$ cat src/rtl/rtc_bank_pkg.sv
// Shared types and constants for the banked controller with calendar.
// Assumes the selector codes and control-bit positions below are fixed
// by the software interface.
package rtc_bank_pkg;
    localparam logic [7:0] SEL_SEC  = 8'h08;
    localparam logic [7:0] SEL_MIN  = 8'h09;
    localparam logic [7:0] SEL_HOUR = 8'h0A;
    localparam logic [7:0] SEL_DAY  = 8'h0B;
    localparam logic [7:0] SEL_CTRL = 8'h0C;

    localparam logic [7:0] SEC_LAST  = 8'd59;
    localparam logic [7:0] MIN_LAST  = 8'd59;
    localparam logic [7:0] HOUR_LAST = 8'd23;
    localparam logic [8:0] DAY_LAST  = 9'd511;

    // Write groups decoded from addr[14:13] of the code space
    typedef enum logic [1:0] {
        GRP_ENABLE = 2'b00,
        GRP_ROMSEL = 2'b01,
        GRP_RAMSEL = 2'b10,
        GRP_SNAP   = 2'b11
    } wr_grp_e;

    typedef struct packed {
        logic [7:0] sec;
        logic [7:0] min;
        logic [7:0] hour;
        logic [8:0] day;
        logic       carry;
        logic       halt;
        logic [4:0] spare;
    } cal_t;

    // Pack the control byte: carry, halt, spare, day bit 8
    function automatic logic [7:0] ctrl_byte(input cal_t t);
        return {t.carry, t.halt, t.spare, t.day[8]};
    endfunction
endpackage

$ cat src/rtl/rtc_bank_regs.sv
// Bank and mode registers written through the code-space write groups.
// Assumes wr_ok is a single-cycle strobe qualified to addr[15] == 0.
module rtc_bank_regs
    import rtc_bank_pkg::*;
#(
    parameter int ROM_BANK_W = 7,
    parameter int RAM_BANK_W = 3
) (
    input  logic                  clk,
    input  logic                  rst_n,
    input  logic                  wr_ok,
    input  wr_grp_e               grp,
    input  logic [7:0]            data,
    output logic [ROM_BANK_W-1:0] rom_bank,
    output logic [RAM_BANK_W-1:0] ram_bank,
    output logic                  ram_en,
    output logic                  cal_mode,
    output logic [7:0]            cal_sel
);
    localparam int RAM_BANKS = 1 << RAM_BANK_W;

    logic [ROM_BANK_W-1:0] rom_req;
    logic                  below_banks;

    // ROM request with zero remapped to one
    always_comb begin
        rom_req = data[ROM_BANK_W-1:0];
        if (rom_req == '0) rom_req = ROM_BANK_W'(1);
    end

    // Data value small enough to be a RAM bank number
    assign below_banks = (32'(data) < RAM_BANKS);

    // Register updates per write group
    always_ff @(posedge clk) begin
        if (!rst_n) begin
            rom_bank <= ROM_BANK_W'(1);
            ram_bank <= '0;
            ram_en   <= 1'b0;
            cal_mode <= 1'b0;
            cal_sel  <= '0;
        end else if (wr_ok) begin
            case (grp)
                GRP_ENABLE: ram_en <= data[3] & data[1];
                GRP_ROMSEL: rom_bank <= rom_req;
                GRP_RAMSEL: begin
                    if (below_banks) begin
                        ram_bank <= data[RAM_BANK_W-1:0];
                        cal_mode <= 1'b0;
                    end else if (ram_en) begin
                        cal_mode <= 1'b1;
                        cal_sel  <= data;
                    end
                end
                default: ;
            endcase
        end
    end
endmodule

$ cat src/rtl/rtc_cal_core.sv
// Live calendar counters: cascaded tick advance and register loads.
// Assumes tick is a one-cycle pulse; a register load drops a same-cycle tick.
module rtc_cal_core
    import rtc_bank_pkg::*;
(
    input  logic       clk,
    input  logic       rst_n,
    input  logic       tick,
    input  logic       reg_wr,
    input  logic [7:0] sel,
    input  logic [7:0] data,
    output cal_t       live
);
    cal_t nxt;

    // Next value after one tick, with cascaded carries
    always_comb begin
        nxt = live;
        if (live.sec == SEC_LAST) begin
            nxt.sec = '0;
            if (live.min == MIN_LAST) begin
                nxt.min = '0;
                if (live.hour == HOUR_LAST) begin
                    nxt.hour = '0;
                    if (live.day == DAY_LAST) begin
                        nxt.day   = '0;
                        nxt.carry = 1'b1;
                    end else begin
                        nxt.day = live.day + 9'd1;
                    end
                end else begin
                    nxt.hour = live.hour + 8'd1;
                end
            end else begin
                nxt.min = live.min + 8'd1;
            end
        end else begin
            nxt.sec = live.sec + 8'd1;
        end
    end

    // Live register state: load has priority, halt blocks ticks
    always_ff @(posedge clk) begin
        if (!rst_n) begin
            live <= '0;
        end else if (reg_wr) begin
            case (sel)
                SEL_SEC:  live.sec <= data;
                SEL_MIN:  live.min <= data;
                SEL_HOUR: live.hour <= data;
                SEL_DAY:  live.day[7:0] <= data;
                SEL_CTRL: begin
                    live.day[8] <= data[0];
                    live.spare  <= data[5:1];
                    live.halt   <= data[6];
                    live.carry  <= live.carry | data[7];
                end
                default: ;
            endcase
        end else if (tick && !live.halt) begin
            live <= nxt;
        end
    end
endmodule

$ cat src/rtl/rtc_snapshot.sv
// Snapshot of the live counters on a 0-then-1 write, plus the window read mux.
// Assumes snap_wr is a single-cycle strobe for the snapshot write group.
module rtc_snapshot
    import rtc_bank_pkg::*;
(
    input  logic       clk,
    input  logic       rst_n,
    input  logic       snap_wr,
    input  logic [7:0] data,
    input  cal_t       live,
    input  logic [7:0] sel,
    input  logic       rd_cal,
    output cal_t       snap,
    output logic       snap_st,
    output logic [7:0] rdata
);
    // Stored state update and copy on the 0 -> 1 sequence
    always_ff @(posedge clk) begin
        if (!rst_n) begin
            snap    <= '0;
            snap_st <= 1'b0;
        end else if (snap_wr) begin
            if (data == 8'h01 && !snap_st) snap <= live;
            if (data == 8'h00 || data == 8'h01) snap_st <= data[0];
        end
    end

    // Window read data from the snapshot
    always_comb begin
        rdata = '0;
        if (rd_cal) begin
            case (sel)
                SEL_SEC:  rdata = snap.sec;
                SEL_MIN:  rdata = snap.min;
                SEL_HOUR: rdata = snap.hour;
                SEL_DAY:  rdata = snap.day[7:0];
                SEL_CTRL: rdata = ctrl_byte(snap);
                default:  rdata = '0;
            endcase
        end
    end
endmodule

$ cat src/rtl/rtc_bank_ctrl.sv
// Top: decodes CPU writes, forms physical ROM/RAM addresses, and steers the
// external RAM window to RAM or to the calendar snapshot.
// Assumes one bus write per strobe cycle and a 16-bit CPU address space.
module rtc_bank_ctrl
    import rtc_bank_pkg::*;
#(
    parameter int ROM_BANK_W  = 7,
    parameter int RAM_BANK_W  = 3,
    parameter int ROM_PAGE_AW = 14,
    parameter int RAM_PAGE_AW = 13,
    localparam int ROM_AW     = ROM_BANK_W + ROM_PAGE_AW,
    localparam int RAM_AW     = RAM_BANK_W + RAM_PAGE_AW
) (
    input  logic              clk,
    input  logic              rst_n,
    input  logic              bus_wr,
    input  logic [15:0]       bus_addr,
    input  logic [7:0]        bus_wdata,
    input  logic              tick,
    output logic [ROM_AW-1:0] rom_phys,
    output logic [RAM_AW-1:0] ram_phys,
    output logic              ram_we,
    output logic              win_use_ram,
    output logic [7:0]        win_rdata
);
    logic [ROM_BANK_W-1:0] rom_bank;
    logic [RAM_BANK_W-1:0] ram_bank;
    logic                  ram_en;
    logic                  cal_mode;
    logic [7:0]            cal_sel;
    logic                  code_wr;
    logic                  in_win;
    logic                  cal_wr;
    logic                  snap_st;
    logic                  halt;
    logic [7:0]            live_sec;
    logic [7:0]            snap_sec;
    cal_t                  live;
    cal_t                  snap;
    wr_grp_e               grp;

    // Bus decode
    assign code_wr = bus_wr & ~bus_addr[15];
    assign grp     = wr_grp_e'(bus_addr[14:13]);
    assign in_win  = (bus_addr[15:13] == 3'b101);
    assign cal_wr  = bus_wr & in_win & ram_en & cal_mode;

    rtc_bank_regs #(.ROM_BANK_W(ROM_BANK_W), .RAM_BANK_W(RAM_BANK_W)) u_regs (
        .clk(clk), .rst_n(rst_n), .wr_ok(code_wr), .grp(grp), .data(bus_wdata),
        .rom_bank(rom_bank), .ram_bank(ram_bank), .ram_en(ram_en),
        .cal_mode(cal_mode), .cal_sel(cal_sel)
    );

    rtc_cal_core u_core (
        .clk(clk), .rst_n(rst_n), .tick(tick), .reg_wr(cal_wr),
        .sel(cal_sel), .data(bus_wdata), .live(live)
    );

    rtc_snapshot u_snap (
        .clk(clk), .rst_n(rst_n), .snap_wr(code_wr && grp == GRP_SNAP),
        .data(bus_wdata), .live(live), .sel(cal_sel),
        .rd_cal(ram_en & cal_mode), .snap(snap), .snap_st(snap_st),
        .rdata(win_rdata)
    );

    // Physical address formation
    always_comb begin
        rom_phys = {{ROM_BANK_W{1'b0}}, bus_addr[ROM_PAGE_AW-1:0]};
        if (bus_addr[14]) rom_phys = {rom_bank, bus_addr[ROM_PAGE_AW-1:0]};
        ram_phys = {ram_bank, bus_addr[RAM_PAGE_AW-1:0]};
    end

    // Window steering
    assign ram_we      = bus_wr & in_win & ram_en & ~cal_mode;
    assign win_use_ram = ram_en & ~cal_mode;

    // Probes for the bound checker
    assign halt     = live.halt;
    assign live_sec = live.sec;
    assign snap_sec = snap.sec;
endmodule

$ cat config.mk
export PLATFORM = sky130hd
export DESIGN_NAME = rtc_bank_ctrl
export DESIGN_NICKNAME = d
export VERILOG_FILES = /design/src/rtl/rtc_bank_pkg.sv /design/src/rtl/rtc_bank_regs.sv /design/src/rtl/rtc_cal_core.sv /design/src/rtl/rtc_snapshot.sv /design/src/rtl/rtc_bank_ctrl.sv
export SDC_FILE = /design/constraint.sdc
export NUM_CORES = 1
export LEC_CHECK = 0
export ABC_CLOCK_PERIOD_IN_PS = 6900
export BUFFER_PORTS_ARGS = -buffer_cell sky130_fd_sc_hd__buf_4
export CAP_MARGIN = 20
export CORE_ASPECT_RATIO = 0.6
export CORE_MARGIN = 2
export CORE_UTILIZATION = 30
export CTS_BUF_LIST = sky130_fd_sc_hd__clkbuf_2
export DETAILED_ROUTE_END_ITERATION = 6
export GPL_TIMING_DRIVEN = 0
export PLACE_DENSITY_LB_ADDON = 0.15
export SLEW_MARGIN = 5
export SYNTH_ARGS = -nofsm -noshare
export SYNTH_HDL_FRONTEND = slang
export SYNTH_HIERARCHICAL = 1
export SYNTH_SLANG_ARGS = --single-unit
$ cat constraint.sdc
create_clock -name clk -period 6.9 [get_ports clk]
set_clock_uncertainty 0.2 [all_clocks]
set_input_delay 1.38 -clock clk [delete_from_list [all_inputs] [get_ports clk]]
set_output_delay 1.38 -clock clk [all_outputs]
set_load 0.02 [all_outputs]
==> results of run 1 <==
state kept, by name, indices dropped and copies added, names as in the netlist:
name,count
u_regs/ram_bank,3
u_snap/snap,40
u_regs/cal_sel,8
u_regs/cal_mode,1
u_regs/rom_bank,7
u_regs/ram_en,1
u_core/live,40
u_snap/snap_st,1
placed cells by master, fill, tap and decap left out, types with 4 or more instances in the layout:
cell / instances
o21ai_0: 29
ha_1: 5
o31ai_1: 7
a222oi_1: 8
a21oi_1: 24
nor3b_2: 4
nand2_1: 56
buf_2: 10
buf_4: 90
nand2b_1: 7
inv_1: 8
o211ai_1: 7
nor2b_1: 63
clkbuf_2: 9
mux2i_1: 68
nor3b_1: 4
nor2_1: 27
o2bb2ai_1: 11
nand4_1: 4
o21ai_1: 8
o22ai_1: 4
clkbuf_1: 17
and3_1: 8
dfxtp_1: 101
nand3_1: 18
and2_1: 9
area by class of cell:
cell class | count | area, µm²
Clock buffer | 9 | 45.0
Sequential cell | 101 | 2020
Buffer | 60 | 365
Multi-Input combinational cell | 437 | 3030
Tap cell | 240 | 300
Fill cell | 1827 | 11600
Clock inverter | 5 | 53.8
Timing Repair Buffer | 61 | 458
Inverter | 8 | 30.0
power by group:
part           switching, W  leakage (nW)  total (W)  internal [W]
clock network      0.000204        0.0573   0.000281     0.0000774
logic             0.0000495          1.70  0.0000895     0.0000401
registers        0.00000334         0.814   0.000591      0.000588
total              0.000257          2.57   0.000962      0.000705
Yosys cell counts, types with 4 or more instances:
library cell | number | share of area, %
and2_1 | 9 | 1.0
ha_1 | 5 | 1.1
buf_2 | 10 | 0.92
o21ai_1 | 8 | 0.74
clkbuf_1 | 17 | 1.2
nor3b_2 | 4 | 0.92
nor2b_1 | 63 | 7.2
a222oi_1 | 8 | 1.5
and3_1 | 8 | 0.92
nor2_1 | 27 | 1.9
nand2b_1 | 7 | 0.80
nand3_1 | 18 | 1.7
o21ai_0 | 29 | 2.7
a21oi_1 | 24 | 2.2
o211ai_1 | 7 | 0.97
mux2i_1 | 68 | 13
inv_1 | 8 | 0.55
o22ai_1 | 4 | 0.46
buf_4 | 29 | 4.0
nor3b_1 | 4 | 0.55
nand2_1 | 56 | 3.9
nand4_1 | 4 | 0.46
o2bb2ai_1 | 11 | 1.8
o31ai_1 | 7 | 0.97
dfxtp_1 | 101 | 37
metrics by stage:
step | util [%] | setup slack, ns | cell area, µm² | power [W]
floorplan | - | 3.46 | 5440 | 0.000649
global placement | 34.6 | 2.92 | 6200 | 0.000689
detailed placement | 34.6 | 2.93 | 6200 | 0.000690
CTS | 35.2 | 2.73 | 6300 | 0.000973
global route | 35.2 | 2.58 | 6300 | 0.00100
finish | 35.2 | 2.78 | 6300 | 0.000962
worst max-delay path: stages (launching register included):
cell and delay, ns:
dfxtp_1 0.39, or4_4 0.59, nor4_4 0.49, a222oi_1 0.20
nor2_1 0.14, buf_4 0.16
layer usage:
layer	wire, µm	track usage (%)	vias to the layer above
met3	1380	5.45	21
met2	6580	23.0	161
li1	-	-	2305
met1	10100	31.6	2397
met5	0	0	-
met4	314	4.98	0
worst min path at each step:
stage	start	endpoint	slack, ns	cells after the start
finish	u_snap/snap_st$_SDFFE_PN0P_	u_snap/snap_st$_SDFFE_PN0P_	0.28	2
global route	u_regs/ram_bank[1]$_SDFFE_PN0P_	u_regs/ram_bank[1]$_SDFFE_PN0P_	0.30	2
CTS	u_snap/snap_st$_SDFFE_PN0P_	u_snap/snap_st$_SDFFE_PN0P_	0.28	2
detailed placement	u_snap/snap_st$_SDFFE_PN0P_	u_snap/snap_st$_SDFFE_PN0P_	0.25	2
global placement	u_snap/snap_st$_SDFFE_PN0P_	u_snap/snap_st$_SDFFE_PN0P_	0.25	2
floorplan	u_snap/snap_st$_SDFFE_PN0P_	u_snap/snap_st$_SDFFE_PN0P_	0.24	2
logic make-up (layout without fill, tap and decap cells):
| logic type | count (synthesis) | after routing |
|---|---|---|
| and+or+nand+nor | 231 | 231 |
| AOI/OAI and AO/OA | 132 | 132 |
| muxes | 69 | 69 |
| buffers and inverters | 68 | 143 |
| adders and majority gates | 5 | 5 |
| DFF | 101 | 101 |
==> metrics.txt, run 1 <==
R2R cell count 8; FF+latch count, synth 101; Period minus WS final 4.12 ns; status finished clean; number of vias per cell 5.30; fin crit share 59.8%; # H-tree levels 3; Setup crit end win_rdata[0]; number of clock sinks just over 100; Slew headroom 53.4%; setup repair bufs after CTS 0; Post-route DRC 0; gpl congestion 0.844; Worst-Margin Slew approximately 0.7 ns; syn_area_per_cell about 9 µm²; CTS tree yes; CP Data Required Time 5.32 ns; Synthesized Nets 639; Routed Antenna Nets 0; starting density of the core a little under a third; Die Span X 178 µm; worst endpoint data arrival time 2.54 ns; share of flip-flops with an asynchronous set or reset 0%; Post-Synth XOR/XNOR Area 0%; Max Cap Violations 0; hold_buf cts 0; Post-Synthesis Cells between 600 and 700; Clock transition at path regs 0.26 ns; startpoint types register; Setup crit end kind primary output; largest net degree at the start of global routing 16; hpwl dp 14000 µm; CP Class reg2out; CP max FO 8; vias in the first global route 4475; post-route setup TNS 0 ns; final setup fails 0; RR Startpoint u_regs/ram_en$_SDFFE_PN0P_; Area growth, synth to finish 15.7%; initial antenna violation count 0; RSZ-0062 raised after global routing no; cts repair resizes 0; Adder-Cell Fraction of Synth Area 1.15%; Compound-Gate Fraction of Synth Area 16.7%; simple-gate share of the synthesized area 25.0%; largest family of logic cells by synthesized area simple AND/OR/NAND/NOR gates; Fin. Hold Viols 0; Hold WC Path Type reg2reg; R2R Setup Slk 3.89 ns; pwr/cell area ~150 nW/µm²; fin nets 711; initial DRC count 434; Critical Path Source u_regs/cal_sel[5]$_SDFFE_PN0P_; WL per Instance 19.9 µm; Pins Over Slew Limit 0; Core Region 17900 µm²; mux cell area share after synthesis 12.7%; Post-synth EDFFs 0; Total Routed Length 18300 µm; Post-Layout Cell Count 921; Synth Cell Area 5440 µm²; cts bufs inserted 9; hold_ws 0.281 ns; DIE AREA ~19000 µm²; Die H 108 µm; worst vdd ir 61.2 µV; share of cells above drive strength 1 20.6%; first-pass GRT wire length between 20000 and 30000 µm; Reg-to-Reg End u_core/live[10]$_SDFFE_PN0P_; Leak around 2.6 nW; library cells used by synthesis 67; synth warn 6; clock tree buffer depth 2; Cells after DPL about 910; Port Buf Inserts 61; routed via count 4884; diodes inserted 0; Fmax 0.242 GHz; Root Buffer clkbuf_2; Post-synth top flop dfxtp_1; I/O Pins 75; Skew-Pair Late Insertion Delay 0.60 ns; GRT Overall Usage 19.3%; Overflow after GRT 0; TritonRoute pass-1 iters 5; post-synthesis sequential area ratio 37.1%; Rows 38
Note: power is estimated with default switching activity, not from simulation.
==> run 2, diff against run 1 <==
--- a/config.mk
+++ b/config.mk
@@ -5,7 +5,7 @@
 export SDC_FILE = /design/constraint.sdc
 export NUM_CORES = 1
 export LEC_CHECK = 0
-export ABC_CLOCK_PERIOD_IN_PS = 6900
+export ABC_CLOCK_PERIOD_IN_PS = 3500
 export BUFFER_PORTS_ARGS = -buffer_cell sky130_fd_sc_hd__buf_4
 export CAP_MARGIN = 20
 export CORE_ASPECT_RATIO = 0.6
==> constraint.sdc (replaced) <==
create_clock -name clk -period 3.5 [get_ports clk]
set_clock_uncertainty 0.2 [all_clocks]
set_input_delay 0.7 -clock clk [delete_from_list [all_inputs] [get_ports clk]]
set_output_delay 0.7 -clock clk [all_outputs]
set_load 0.02 [all_outputs]
==> run 2 against run 1 <==
  * Critical path depth did not move
  * Sequential share of layout area barely moved
  * Via count fell by 0.45%
  * Flip-flop and latch count did not move
  * Global-route usage did not move
  * Clock power rose by 96%
  * First-iteration DRC count fell by 6.5%
  * Routed wire length fell by 0.17%
  * Clock-buffer cell count did not move
  * Worst hold slack got worse by 0.076 ns
  * Setup slack got worse by 2.6 ns
  * Critical endpoint unchanged
  * Highest routed layer unchanged
==> metrics.txt, run 2 (synthesis results as in run 1) <==
Period minus WS final roughly 3.3 ns; Skew-Pair Late Insertion Delay 0.60 ns; Overflow after GRT 0; CTS tree yes; number of vias per cell 5.28; Pwr Total 0.00189 W; Clock transition at path regs 0.27 ns; post-route setup TNS 0 ns; Max Cap Violations 0; CP max FO 8; final setup fails 0; delay-heaviest family, CP simple AND/OR/NAND/NOR gates; Post-route DRC 0; RSZ-0062 raised after global routing no; most common cell after layout, fill and taps aside dfxtp_1; Worst-Margin Slew 0.712 ns; CP Class reg2out; Fin. Hold Viols 0; Die H 108 µm; first-pass GRT wire length 27400 µm; share of cells above drive strength 1 20.9%; clock power share roughly 29%; Slew headroom 52.5%; diodes inserted 0; number of clock sinks ~100; GRT Overall Usage 19.3%; worst vdd ir roughly 120 µV; Core Region between 15000 and 20000 µm²; CP Data Required Time approximately 2.6 ns; vias in the first global route about 4500; I/O Pins 75; fin crit share 95.3%; CP Cell Sequence or4_4, nor3b_4, a222oi_1, nor2_1, buf_4; final non-filler cell area approximately 6300 µm²; Setup crit end kind primary output; fin nets 711; combinational power share about a tenth; Fmax 0.300 GHz; gpl congestion 0.844; worst endpoint data arrival time ~2.4 ns; # H-tree levels 3; final core utilization a little over a third; Total Routed Length ~18000 µm; DIE AREA approximately 19000 µm²; initial antenna violation count 0; Port Buf Inserts between 60 and 70; hpwl dp 14000 µm; CP max stage delay approximately 0.58 ns; TritonRoute pass-1 iters 5; WL per Instance 19.9 µm; starting density of the core 30.4%; sw frac a little over a quarter; routed via count around 4900; Post-DP Area 6200 µm²; startpoint types register; largest net degree at the start of global routing 16; Hold WC Path Type in2reg; most frequent cells in the layout 100 x dfxtp_1, 91 x buf_4, 68 x mux2i_1, 63 x nor2b_1, 56 x nand2_1; status finished clean; largest registers u_core/live (40), u_snap/snap (40), u_regs/cal_sel (8); Net Sw Power 0.000504 W; Root Buffer clkbuf_2; WP buf/inv 1; Rows 38; sequential power share roughly three fifths; Leak 2.57 nW; Area growth, synth to finish 15.9%; Pins Over Slew Limit 0; slowest CP cell or4_4; clock tree buffer depth 2; Die Span X 178 µm; hold_ws roughly 0.20 ns; cts bufs inserted 9; Routed Antenna Nets 0; initial DRC count 406; Int Pwr 0.00139 W; pwr/cell area 300 nW/µm²
==> run 2: cell count changes in the layout (fill, tap and decap cells not counted) <==
| cell | change |
|---|---|
| dfxtp_2 | +1 |
| dfxtp_1 | -1 |
| clkbuf_4 | +1 |
| clkbuf_1 | -1 |
| buf_4 | +1 |
| buf_2 | -1 |
==> run 2: cell type report <==
cell class,count,area (µm²)
inverters,8,30.0
multi-input cells,437,3030
plain buffers,59,364
repair buffers,62,465
fillers,1826,11600
clock inverters,5,53.8
well taps,240,300
clock buffers,9,45.0
flip-flops and latches,101,2020
==> run 2: metrics by stage <==
stage          std cells  setup WS [ns]
6_report             921          0.165
5_1_grt              921       0.000817
4_1_cts              921        0.00543
3_5_place_dp         907          0.210
3_3_place_gp         907          0.197
2_1_floorplan        606          0.938
==> run 2: power groups by stage <==
stage	combinational (W)	sequential, W	clock [W]
3_3_place_gp	0.000174	0.00118	0
3_5_place_dp	0.000175	0.00119	0
6_report	0.000177	0.00117	0.000552
4_1_cts	0.000175	0.00117	0.000577
2_1_floorplan	0.0000981	0.00118	0
5_1_grt	0.000188	0.00117	0.000622
==> run 2: final timing paths <==
| path | startpoint | cells after the start | slack, ns | to |
|---|---|---|---|---|
| setup / recovery | u_regs/cal_sel[5]$_SDFFE_PN0P_ | 5 | 0.16 | win_rdata[0] |
| hold / removal | bus_wdata[0] | 3 | 0.20 | u_snap/snap_st$_SDFFE_PN0P_ |
| setup reg to reg | u_regs/ram_en$_SDFFE_PN0P_ | 8 | 0.50 | u_core/live[10]$_SDFFE_PN0P_ |
| hold reg to reg | u_snap/snap_st$_SDFFE_PN0P_ | 2 | 0.28 | u_snap/snap_st$_SDFFE_PN0P_ |
==> run 2: what timing repair did <==
action | CTS | global route
endpoints found under the setup margin | 0 | 8
resized for setup | 0 | 2
hold endpoints to repair | 0 | 0
setup buffers | 0 | 1
hold buffers | 0 | 0
==> run 2: worst min-delay path, stage by stage <==
cell	delay [ns]
buf_4	0.15
nand3_1	0.06
a21boi_0	0.06
==> run 2: metal layers <==
metal  track usage (%)  vias up  wire (µm)
met5                 0        -          0
met2              23.0      165       6540
met1              31.6     2372      10000
li1                  -     2302          -
met3              5.45       23       1400
met4              4.98        0        317
